File: config.mk
export PLATFORM = sky130hd
export DESIGN_NAME = dbuf_serial_tx
export DESIGN_NICKNAME = d
export VERILOG_FILES = /design/src/rtl/dbtx_pkg.sv /design/src/rtl/dbtx_ctrl.sv /design/src/rtl/dbtx_datapath.sv /design/src/rtl/dbuf_serial_tx.sv
export SDC_FILE = /design/constraint.sdc
export NUM_CORES = 1
export LEC_CHECK = 0
export ABC_AREA = 1
export BUFFER_PORTS_ARGS = -buffer_cell sky130_fd_sc_hd__buf_2
export CAP_MARGIN = 25
export CORE_ASPECT_RATIO = 1.2
export CORE_MARGIN = 5
export CORE_UTILIZATION = 50
export DETAILED_ROUTE_END_ITERATION = 8
export PLACE_DENSITY = 0.7
export SYNTH_ARGS = -nofsm -noshare
export SYNTH_HDL_FRONTEND = slang
export SYNTH_SLANG_ARGS = --single-unit
File: constraint.sdc
create_clock -name clk -period 2.57 [get_ports clk]
set_input_delay 0.514 -clock clk [delete_from_list [all_inputs] [get_ports clk]]
set_output_delay 0.514 -clock clk [all_outputs]
set_load 0.01 [all_outputs]
File: src/rtl/dbtx_pkg.sv
package dbtx_pkg;

  // Strobes from the control FSM to the datapath, one cycle each.
  typedef struct packed {
    logic captureIn;  // write dataIn into the holding register
    logic xferHold;   // move holding register into the shifter
    logic xferIn;     // move dataIn straight into the shifter
    logic lineStart;  // drive the start bit
    logic lineShift;  // drive next data bit from the shifter
    logic lineStop;   // drive the stop bit
    logic lineIdle;   // return the line to its idle level
  } txStrobe_t;

endpackage

File: src/rtl/dbtx_ctrl.sv
module dbtx_ctrl
  import dbtx_pkg::*;
#(
  parameter int DATA_W   = 8,
  parameter int DIV_W    = 8,
  parameter int OVS_FAST = 16,
  parameter int OVS_SLOW = 64
) (
  input  logic             clk,
  input  logic             rstN,
  input  logic             enable,
  input  logic             fastMode,
  input  logic [DIV_W-1:0] divReload,
  input  logic             dataWrite,
  input  logic             holdFull,
  input  logic             frameNine,
  output txStrobe_t        strb,
  output logic             shiftIdle
);

  localparam int PHASE_W = $clog2(OVS_SLOW);
  localparam int IDX_W   = $clog2(DATA_W + 3);

  typedef enum logic [1:0] {
    ST_IDLE  = 2'd0,
    ST_ARMED = 2'd1,
    ST_SEND  = 2'd2
  } txState_e;

  txState_e           state;
  logic [DIV_W-1:0]   divCnt;
  logic [PHASE_W-1:0] phase;
  logic [PHASE_W-1:0] lastPhase;
  logic [IDX_W-1:0]   bitIdx;
  logic [IDX_W-1:0]   dataBits;
  logic               baudTick;
  logic               boundary;
  logic               avail;
  logic               takeNow;

  // Baud tick: one pulse every divReload+1 enabled clocks.
  assign baudTick = enable && (divCnt == '0);

  always_ff @(posedge clk) begin
    if (!rstN || !enable) begin
      divCnt <= divReload;
    end else if (divCnt == '0) begin
      divCnt <= divReload;
    end else begin
      divCnt <= divCnt - DIV_W'(1);
    end
  end

  // Oversample phase within one bit period.
  assign lastPhase = fastMode ? PHASE_W'(OVS_FAST - 1) : PHASE_W'(OVS_SLOW - 1);
  assign boundary  = baudTick && (phase >= lastPhase);

  always_ff @(posedge clk) begin
    if (!rstN || !enable) begin
      phase <= '0;
    end else if (baudTick) begin
      phase <= (phase >= lastPhase) ? '0 : phase + PHASE_W'(1);
    end
  end

  assign dataBits = frameNine ? IDX_W'(DATA_W + 1) : IDX_W'(DATA_W);
  assign avail    = holdFull || dataWrite;

  always_comb begin
    strb    = '0;
    takeNow = 1'b0;
    if (!enable) begin
      strb.lineIdle = 1'b1;
    end else begin
      unique case (state)
        ST_IDLE:  takeNow = avail;
        ST_ARMED: strb.lineStart = boundary;
        ST_SEND: begin
          if (boundary) begin
            if (bitIdx < dataBits) begin
              strb.lineShift = 1'b1;
            end else if (bitIdx == dataBits) begin
              strb.lineStop = 1'b1;
            end else if (avail) begin
              takeNow        = 1'b1;
              strb.lineStart = 1'b1;
            end else begin
              strb.lineIdle = 1'b1;
            end
          end
        end
        default: ;
      endcase
    end
    if (takeNow) begin
      if (holdFull) begin
        strb.xferHold  = 1'b1;
        strb.captureIn = dataWrite;
      end else begin
        strb.xferIn = 1'b1;
      end
    end else begin
      strb.captureIn = dataWrite;
    end
  end

  always_ff @(posedge clk) begin
    if (!rstN || !enable) begin
      state  <= ST_IDLE;
      bitIdx <= '0;
    end else begin
      unique case (state)
        ST_IDLE: begin
          if (avail) state <= ST_ARMED;
        end
        ST_ARMED: begin
          if (boundary) begin
            state  <= ST_SEND;
            bitIdx <= '0;
          end
        end
        ST_SEND: begin
          if (boundary) begin
            if (bitIdx <= dataBits) begin
              bitIdx <= bitIdx + IDX_W'(1);
            end else if (avail) begin
              bitIdx <= '0;
            end else begin
              state  <= ST_IDLE;
              bitIdx <= '0;
            end
          end
        end
        default: state <= ST_IDLE;
      endcase
    end
  end

  assign shiftIdle = (state == ST_IDLE);

endmodule

File: src/rtl/dbtx_datapath.sv
module dbtx_datapath
  import dbtx_pkg::*;
#(
  parameter int DATA_W = 8
) (
  input  logic              clk,
  input  logic              rstN,
  input  logic              enable,
  input  logic              wordWide9,
  input  logic              bit9In,
  input  logic [DATA_W-1:0] dataIn,
  input  txStrobe_t         strb,
  output logic              holdFull,
  output logic              frameNine,
  output logic              lineOut,
  output logic              driveOut
);

  localparam int SH_W = DATA_W + 1;

  logic [DATA_W-1:0] holdData;
  logic [SH_W-1:0]   shiftData;

  // Holding register: capture wins over a simultaneous drain.
  always_ff @(posedge clk) begin
    if (!rstN) begin
      holdData <= '0;
      holdFull <= 1'b0;
    end else begin
      if (strb.captureIn) begin
        holdData <= dataIn;
        holdFull <= 1'b1;
      end else if (strb.xferHold) begin
        holdFull <= 1'b0;
      end
    end
  end

  // Shift register; ninth bit and width are taken at transfer time.
  always_ff @(posedge clk) begin
    if (!rstN) begin
      shiftData <= '0;
      frameNine <= 1'b0;
    end else if (strb.xferHold) begin
      shiftData <= {bit9In, holdData};
      frameNine <= wordWide9;
    end else if (strb.xferIn) begin
      shiftData <= {bit9In, dataIn};
      frameNine <= wordWide9;
    end else if (strb.lineShift) begin
      shiftData <= {1'b0, shiftData[SH_W-1:1]};
    end
  end

  // Serial line register.
  always_ff @(posedge clk) begin
    if (!rstN) begin
      lineOut <= 1'b1;
    end else if (strb.lineStart) begin
      lineOut <= 1'b0;
    end else if (strb.lineShift) begin
      lineOut <= shiftData[0];
    end else if (strb.lineStop || strb.lineIdle) begin
      lineOut <= 1'b1;
    end
  end

  always_ff @(posedge clk) begin
    if (!rstN) begin
      driveOut <= 1'b0;
    end else begin
      driveOut <= enable;
    end
  end

endmodule

File: src/rtl/dbuf_serial_tx.sv
module dbuf_serial_tx
  import dbtx_pkg::*;
#(
  parameter int DATA_W   = 8,
  parameter int DIV_W    = 8,
  parameter int OVS_FAST = 16,
  parameter int OVS_SLOW = 64
) (
  input  logic              clk,
  input  logic              rstN,
  input  logic              enable,
  input  logic              fastMode,
  input  logic [DIV_W-1:0]  divReload,
  input  logic              wordWide9,
  input  logic              bit9In,
  input  logic [DATA_W-1:0] dataIn,
  input  logic              dataWrite,
  output logic              bufEmpty,
  output logic              shiftEmpty,
  output logic              txOut,
  output logic              txDriveEn
);

  txStrobe_t strb;
  logic      holdFull;
  logic      frameNine;
  logic      shiftIdle;

  dbtx_ctrl #(
    .DATA_W  (DATA_W),
    .DIV_W   (DIV_W),
    .OVS_FAST(OVS_FAST),
    .OVS_SLOW(OVS_SLOW)
  ) uCtrl (
    .clk      (clk),
    .rstN     (rstN),
    .enable   (enable),
    .fastMode (fastMode),
    .divReload(divReload),
    .dataWrite(dataWrite),
    .holdFull (holdFull),
    .frameNine(frameNine),
    .strb     (strb),
    .shiftIdle(shiftIdle)
  );

  dbtx_datapath #(
    .DATA_W(DATA_W)
  ) uPath (
    .clk      (clk),
    .rstN     (rstN),
    .enable   (enable),
    .wordWide9(wordWide9),
    .bit9In   (bit9In),
    .dataIn   (dataIn),
    .strb     (strb),
    .holdFull (holdFull),
    .frameNine(frameNine),
    .lineOut  (txOut),
    .driveOut (txDriveEn)
  );

  assign bufEmpty   = !holdFull;
  assign shiftEmpty = shiftIdle;

endmodule

### Yosys cells after proc, flatten, opt, wreduce, memory -nomap -nowiden

Cells that the tools add are included.

* bits of input ports: 23
* output and inout port bits: 4
* logic and storage cells: 86
* bits in registers: 41

* add/subtract/negate cells: 3
* equal/unequal tests: 8
* $lt $le $gt $ge: 3
* reduce and logical (&&, ||, !) cells: 17
* multiplexer cells: 45

Operators by type and width (number)
* $mux 9: 3
* $mux 1: 20
* $mux 2: 8
* $mux 4: 4
* $mux 8: 2
* $mux 6: 2
* $logic_not 8->1: 1
* $pmux 4 s2: 1
* $sub 8x1->8 const B: 1
* $add 6x1->6 const B: 1
* $ge 6x6->1: 1
* $mux 3: 2
* $ne 2x1->1 const B: 3
* $pmux 2 s3: 1
* $reduce_bool 2->1: 3
* $reduce_bool 3->1: 2
* $reduce_and 5->1: 1
* $add 4x1->4 const B: 1
* $eq 4x4->1: 1
* $le 4x4->1: 1
* $lt 4x4->1: 1
* $ne 2x2->1 const B: 2
* $pmux 1 s2: 2
* $logic_not 1->1: 3
* other kinds (6): 9

### Depth between registers and ports, before layout

Gate-level depths: netlist (run 1).

* word-level depth: 11
* gate-level depth with buffers: 15

### Cells and area by module

A second synthesis (run 1) with hierarchy kept.

* cells, all modules: 355
* area total of the unflattened synthesis: 2516.2 um^2

Modules (own cells, without submodules)
* dbtx_ctrl: sequential area each 400.4 um^2, area an instance 1396.3 um^2, times used 1, cells each 199
* dbtx_datapath: sequential area each 420.4 um^2, area an instance 1116.1 um^2, times used 1, cells each 155
* dbuf_serial_tx: sequential area each 0.0 um^2, area an instance 3.8 um^2, times used 1, cells each 1

### Worst setup path after synthesis (run 1)

No wires, ideal clock.

* kind: input to register
* start point: input fastMode
* end point: register uPath.shiftData[1]
* cell stages on the path: 13
* required time: 2.461 ns
* arrival: 1.835 ns
* slack: 0.626 ns
* library setup time: 0.109 ns
* path through: ha_1 -> a21o_1 -> nor2_4 -> nor2_8 -> nand2_4 -> nand2_8 -> nand2_2 -> buf_6 -> nand3_1 -> nand2_1 -> clkinv_1 -> nand2_1 -> inv_1

* cells in the longest elaborated chain, start to end: 9
* elaborated cells between the ends (all ways): 13
* those cells by class: 1 x order compare; 10 x mux; 2 x reduce/logical

RTL lines
* from (decl): RTL line dbuf_serial_tx.sv:12 `input logic fastMode,`
* $mux 6 *: RTL line dbtx_ctrl.sv:55 `assign lastPhase = fastMode ? PHASE_W'(OVS_FAST - 1) : PHASE_W'(OVS_SLOW - 1);`
* $ge 6x6->1 *: RTL line dbtx_ctrl.sv:56 `assign boundary = baudTick && (phase >= lastPhase);`
* $logic_and 1x1->1 *: RTL line dbtx_ctrl.sv:56
* $mux 1: RTL line dbtx_ctrl.sv:79 `if (boundary) begin`
* $pmux 1 s2: RTL line dbtx_ctrl.sv:75 `unique case (state)`
* $mux 1: RTL line dbtx_ctrl.sv:72 `if (!enable) begin`
* $mux 2: RTL line dbtx_ctrl.sv:95 `if (takeNow) begin`
* $mux 9: RTL line dbtx_datapath.sv:47 `end else if (strb.xferIn) begin`
* $mux 9: RTL line dbtx_datapath.sv:44 `end else if (strb.xferHold) begin`
* to (signal assigned): RTL line dbtx_datapath.sv:45 `shiftData <= {bit9In, holdData};`
* to (signal assigned): RTL line dbtx_datapath.sv:48 `shiftData <= {bit9In, dataIn};`
* to (signal assigned): RTL line dbtx_datapath.sv:51 `shiftData <= {1'b0, shiftData[SH_W-1:1]};`
* to (decl): RTL line dbtx_datapath.sv:22 `logic [SH_W-1:0] shiftData;`

Every way passes the cells marked *; elsewhere a longest branch is shown, timed or not.
A chain may end at the register's enable or synchronous reset.

### Worst setup path in the final report (run 1)

* start point: register uCtrl.bitIdx[0]
* end point: register uPath.shiftData[4]

* cells in the longest elaborated chain, start to end: 9
* elaborated cells between the ends (all ways): 15
* those cells by class: 1 x order compare; 1 x eq/ne; 12 x mux; 1 x reduce/logical

RTL lines
* from (decl): RTL line dbtx_ctrl.sv:34 `logic [IDX_W-1:0] bitIdx;`
* from (signal assigned): RTL line dbtx_ctrl.sv:125 `bitIdx <= bitIdx + IDX_W'(1);`
* branches (longest 9 deep; another with $lt 4x4->1)

Parallel ways; which one is timed is not known.

==> flow_summary.json, run 1 <==
{
  "seq_area_frac_synth_pct": 34.9,
  "power.density_nw_per_um2": 569,
  "cts_resized": 0,
  "place.gp.congestion": 0.853,
  "port_buffers": 26,
  "grt_pass1_wl_um": 7990,
  "cts.clk_slew.worst_paths_ns": 0.08,
  "nFillCells": 458,
  "most-common-layout-cells": "nand2_1 (62), dfxtp_1 (41), inv_1 (36)",
  "outcome": "complete, no violations",
  "min_path_cells": 3,
  "leakage_uw": 0.00123,
  "dr.pass1.iters": 4,
  "grt_max_degree": 21,
  "timing.fmax_mhz": 486,
  "drive_gt1_share_pct": 17.7,
  "placeableCoreArea_um2": 4560,
  "cts.sinks": 41,
  "r2r_start": "uCtrl.bitIdx[0]$_SDFFE_PP0P_",
  "synth_cell_type_count": 36,
  "post_cts_buffers": 0,
  "slowest_stage": "dfxtp_1",
  "reg2reg_depth": 12,
  "drv_cap": 0,
  "critPathTopFamily": "simple AND/OR/NAND/NOR gates",
  "ios": 27,
  "die_h_um": 85.1,
  "gr-total-overflow": 0,
  "hold_path.startpoint": "divReload[2]",
  "cp_max_fo": 20,
  "via_count": 2048,
  "clock_latency_ns": 0.29,
  "final_common_cell": "nand2_1",
  "start_util_pct": 51.6,
  "preCtsSetupSlack_ns": 0.275,
  "grt_setup_unrepaired": "false",
  "ctsLongestPathBuffers": 2,
  "min_to": "uCtrl.divCnt[2]$_DFF_P_",
  "cp-end-kind": "flop",
  "die_area_um2": 6180,
  "crit_path_cell_trace": "inv_1 -> ha_1 -> nand3_1 -> nand3_1 -> nor2_2 -> nand2_4 -> nand2_8 -> nand2_2 -> o21ai_1 -> nand3_1 -> nand2_1 -> inv_1",
  "worstSetupPathDepth": 12,
  "cts_root_buf": "clkbuf_8",
  "crit_arrival_ns": 2.25,
  "yosys_warnings": 0,
  "irDropWorstVdd_v": 0.000305,
  "synthCells": 326,
  "drv_slew": 0,
  "layout.nets": 383,
  "wire_per_inst_um": 11.3,
  "cts_tree": "yes",
  "fin_ws_ns": 0.514,
  "drt_iter0_drc": 96,
  "grt_antenna_before_repair": 0,
  "fin_crit_sh_pct": 80.0,
  "clock_skew_ns": 0.0103,
  "dp_hpwl_um": 3490,
  "max_stage_delay_ns": 0.37,
  "cts_buffers": 5,
  "h-tree-depth": 2,
  "hold_path.class": "primary input to flop",
  "vias_per_cell": 5.01,
  "tns_ns": 0,
  "die_x_um": 72.6,
  "area_growth_pct": 10.2,
  "crit_top_cell": "nand3_1",
  "drtAntennaViolNets": 0,
  "placementRows": 27,
  "cp_num_buf_inv": 2,
  "syn_nets": 359,
  "slew_headroom_pct": 73.5,
  "ys_seq_elements": 41,
  "regToRegEndpoint": "uPath.shiftData[4]$_SDFFE_PN0P_",
  "tightest_slew_ns": 0.398,
  "crit_required_ns": 2.76,
  "avgSynthCellArea_um2": 7.22,
  "setup_viol": 0,
  "startpoint_type": "flop",
  "track_usage_pct": 16.1,
  "drc": 0,
  "finalCriticalPeriod_ns": 2.06,
  "diodes": 0,
  "path_class": "flop to flop",
  "r2r_setup_slack_ns": 0.51,
  "whs_ns": 0.414,
  "grt_pass1_vias": 1866,
  "synthesis.area_um2": 2350,
  "cts-hold-fix-buffers": 0,
  "hold_viol_final": 0,
  "wirelength_um": 4610
}
[worst min-delay path, stage by stage]
cell and delay [ns]:
buf_2 0.07, nand2_1 0.04, o21ai_0 0.05
[routing by layer]
layer  vias to the layer above  global-route usage [%]  share of wire (%)
met3                        10                    3.55                3.2
li1                       1110                       -                  -
met1                       903                    18.3                 43
met2                        25                    28.3                 51
met5                         -                       0                  0
met4                         0                    6.71                2.4
[worst max-delay path by stage]
stage,start,endpoint
6_report,uCtrl.bitIdx[0]$_SDFFE_PP0P_,uPath.shiftData[4]$_SDFFE_PN0P_
5_1_grt,uCtrl.bitIdx[0]$_SDFFE_PP0P_,uPath.shiftData[4]$_SDFFE_PN0P_
4_1_cts,uCtrl.bitIdx[0]$_SDFFE_PP0P_,uPath.shiftData[4]$_SDFFE_PN0P_
3_5_place_dp,fastMode,uPath.shiftData[7]$_SDFFE_PN0P_
3_3_place_gp,fastMode,uPath.shiftData[4]$_SDFFE_PN0P_
2_1_floorplan,fastMode,uPath.shiftData[1]$_SDFFE_PN0P_
[registers in the layout, summed over array words and instances (netlist names)]
| name | flops |
|---|---|
| uCtrl.bitIdx | 4 |
| uCtrl.divCnt | 8 |
| uCtrl.phase | 6 |
| uCtrl.state | 2 |
| uPath.driveOut | 1 |
| uPath.frameNine | 1 |
| uPath.holdData | 8 |
| uPath.holdFull | 1 |
| uPath.lineOut | 1 |
| uPath.shiftData | 9 |
[per-stage QoR]
step                power [µW]  utilization (%)  instances  instance area (µm²)
finish                    1480             56.8        409                 2590
global route              1580             56.8        409                 2590
CTS                       1500             56.8        409                 2590
detailed placement        1030             54.6        401                 2490
global placement          1030             54.6        401                 2490
floorplan                  974                -        326                 2350
[kinds of logic (layout without fill, tap and decap cells)]
| group | count (synthesis) | count (layout) | share of synthesized area, % |
|---|---|---|---|
| compound gates | 44 | 44 | 9.68 |
| flops | 41 | 41 | 34.9 |
| buf+inv | 64 | 89 | 12.0 |
| simple gates | 161 | 161 | 35.9 |
| xor+xnor | 6 | 6 | 2.23 |
| fa+ha+maj | 10 | 10 | 5.32 |
[synthesized netlist by cell type, drive strengths merged]
cell type	instances	area, µm²
nand2	68	289
inv	44	165
dfxtp	41	821
nand3	31	185
nor2	27	138
a21oi	22	110
o21ai	19	95.1
nand4	18	113
ha	10	125
buf	9	75.1
clkinv	8	30.0
nand3b	8	63.8
xor2	5	43.8
nor3	4	20.0
clkbuf	3	11.3
nor3b	2	15.0
or2	2	15.0
a211oi	1	7.51
a21o	1	7.51
and3	1	6.26
o211ai	1	7.51
xnor2	1	8.76
[power by group]
part | leakage, µW | switching, µW | total, µW | internal, µW
logic | 0.000834 | 189 | 305 | 116
clock network | 0.0000542 | 216 | 458 | 243
registers | 0.000338 | 28.9 | 712 | 684
total | 0.00123 | 433 | 1480 | 1040
[final cells by class]
| class | count | area (µm²) | area share (%) |
|---|---|---|---|
| well taps | 58 | 72.6 | 2.80 |
| repair buffers | 29 | 153 | 5.89 |
| clock buffers | 7 | 96.3 | 3.72 |
| clock inverters | 1 | 5.00 | 0.193 |
| multi-input cells | 221 | 1250 | 48.2 |
| flip-flops and latches | 41 | 821 | 31.7 |
| inverters | 52 | 195 | 7.53 |
No activity file was read; power rests on OpenSTA's default activity.
==> inputs of run 2 (changes only) <==
Clock period 2.57 ns to 1.9 ns, I/O delays scaled along.
==> run 2 against run 1 <==
Net effect: fmax rose by 13%; critical path type unchanged; critical endpoint is now uPath.shiftData[7]$_SDFFE_PN0P_; sequential power rose by 36%; clock power rose by 21%; via count rose by 8.8%; critical path depth did not move; setup slack got worse by 0.43 ns.
==> flow_summary.json, run 2 (synthesized netlist as in run 1, its figures left out) <==
{
  "hold_path.class": "primary input to flop",
  "critPathTopFamily": "simple AND/OR/NAND/NOR gates",
  "drv_cap": 0,
  "most-common-layout-cells": "nand2_1 (61), dfxtp_1 (36), inv_1 (33)",
  "cts_buffers": 5,
  "layout.nets": 409,
  "ios": 27,
  "hold_viol_final": 0,
  "crit_required_ns": 2.10,
  "crit_top_cell": "nand2_1",
  "vias_per_cell": 5.12,
  "drv_slew": 0,
  "startpoint_type": "flop",
  "final_common_cell": "nand2_1",
  "track_usage_pct": 17.9,
  "drive_gt1_share_pct": 28.9,
  "die_area_um2": 6180,
  "fin_crit_sh_pct": 95.7,
  "cts_root_buf": "clkbuf_8",
  "cts_tree": "yes",
  "die_h_um": 85.1,
  "max_stage_delay_ns": 0.35,
  "area_growth_pct": 26.8,
  "irDropWorstVdd_v": 0.000552,
  "start_util_pct": 51.6,
  "multi_input_area_um2": 1390,
  "crit_arrival_ns": 2.02,
  "wirelength_um": 5250,
  "ctsLongestPathBuffers": 2,
  "placementRows": 27,
  "largest_reg_flops": 9,
  "drt_iter0_drc": 82,
  "slew_headroom_pct": 81.9,
  "reg.largest.list": "uPath.shiftData x9, uCtrl.divCnt x8, uPath.holdData x8",
  "path_class": "flop to flop",
  "leakage_uw": 0.00139,
  "drtAntennaViolNets": 0,
  "h-tree-depth": 2,
  "place.gp.congestion": 0.853,
  "grt_max_degree": 21,
  "gr-total-overflow": 0,
  "cp_max_fo": 5,
  "drc": 0,
  "grt_antenna_before_repair": 0,
  "cp-end-kind": "flop",
  "timing.fmax_mhz": 550,
  "utilization_pct": 65.4,
  "crit_path_cell_trace": "ha_4 -> nand2_1 -> nor2_2 -> nor2_4 -> nor2_8 -> buf_6 -> nand3_4 -> clkbuf_16 -> o21ai_1 -> nand3_1 -> nand2_1 -> inv_1",
  "diodes": 0,
  "placeableCoreArea_um2": 4560,
  "dp_hpwl_um": 3660,
  "grt_pass1_wl_um": 8880,
  "finalCriticalPeriod_ns": 1.82,
  "tns_ns": 0,
  "cp_num_buf_inv": 3,
  "wire_per_inst_um": 12.1,
  "power.density_nw_per_um2": 687,
  "tightest_slew_ns": 0.272,
  "die_x_um": 72.6,
  "nFillCells": 420,
  "via_count": 2228,
  "clock_skew_ns": 0.0110,
  "cts.clk_slew.worst_paths_ns": 0.08,
  "cts.sinks": 41,
  "placed_cells": 418,
  "grt_pass1_vias": 2089,
  "port_buffers": 26,
  "setup_viol": 0,
  "slowest_stage": "dfxtp_2",
  "layout.cells.non_filler": 435,
  "dr.pass1.iters": 4,
  "outcome": "complete, no violations",
  "clock_latency_ns": 0.30,
  "regArea_um2": 827,
  "largest-register": "uPath.shiftData"
}
## run 2: what timing repair did
item                                    in CTS  in global routing
hold buffers                                 0                  0
buffers inserted                             1                  4
resized for setup                            5                 29
pin swaps                                    2                 11
endpoints found under the setup margin      11                 22
cloned                                       1                  3
## run 2: final timing paths
check / start / cells past startpoint / slack (ns) / to
worst max-delay path: uCtrl.phase[5]$_SDFFE_PP0P_ / 12 / 0.08 / uPath.shiftData[7]$_SDFFE_PN0P_
worst min-delay path: divReload[1] / 3 / 0.29 / uCtrl.divCnt[1]$_DFF_P_
worst max register to register: uCtrl.phase[5]$_SDFFE_PP0P_ / 12 / 0.08 / uPath.shiftData[7]$_SDFFE_PN0P_
worst min register to register: uCtrl.divCnt[0]$_DFF_P_ / 1 / 0.45 / uCtrl.divCnt[0]$_DFF_P_
## run 2: routing by layer
metal | global-route usage [%] | part of all wire [%]
met5 | 0 | 0
met4 | 9.56 | 3.2
met3 | 3.79 | 3.4
met2 | 30.8 | 51
met1 | 20.1 | 42
## run 2: report_power, final
group	leakage [µW]	internal [µW]	switching, µW
registers	0.000340	925	45.9
logic	0.00101	222	300
clock network	0.0000450	255	301
## run 2: final cells by class
| type | instances | area share, % |
|---|---|---|
| clock inverters | 2 | 0.336 |
| inverters | 52 | 6.54 |
| repair buffers | 54 | 13.8 |
| flip-flops and latches | 41 | 27.7 |
| multi-input cells | 222 | 46.7 |
| well taps | 58 | 2.43 |
| clock buffers | 6 | 2.43 |
## run 2: stage by stage
step           setup WS (ns)  total power [µW]  hold WS, ns  area (µm²)
5_1_grt              -0.0243              2190        0.287        2980
4_1_cts              0.00681              2030        0.282        2760
3_3_place_gp          -0.168              1450        0.443        2640
3_5_place_dp          -0.198              1450        0.448        2640
6_report              0.0817              2050        0.292        2980
2_1_floorplan         0.0898              1320        0.427        2350
## run 2: worst min-delay path: cells and delay by family
kind / cells / cell delay (ns)
compound gates: 1 / 0.05
buf+inv: 1 / 0.08
simple gates: 1 / 0.04
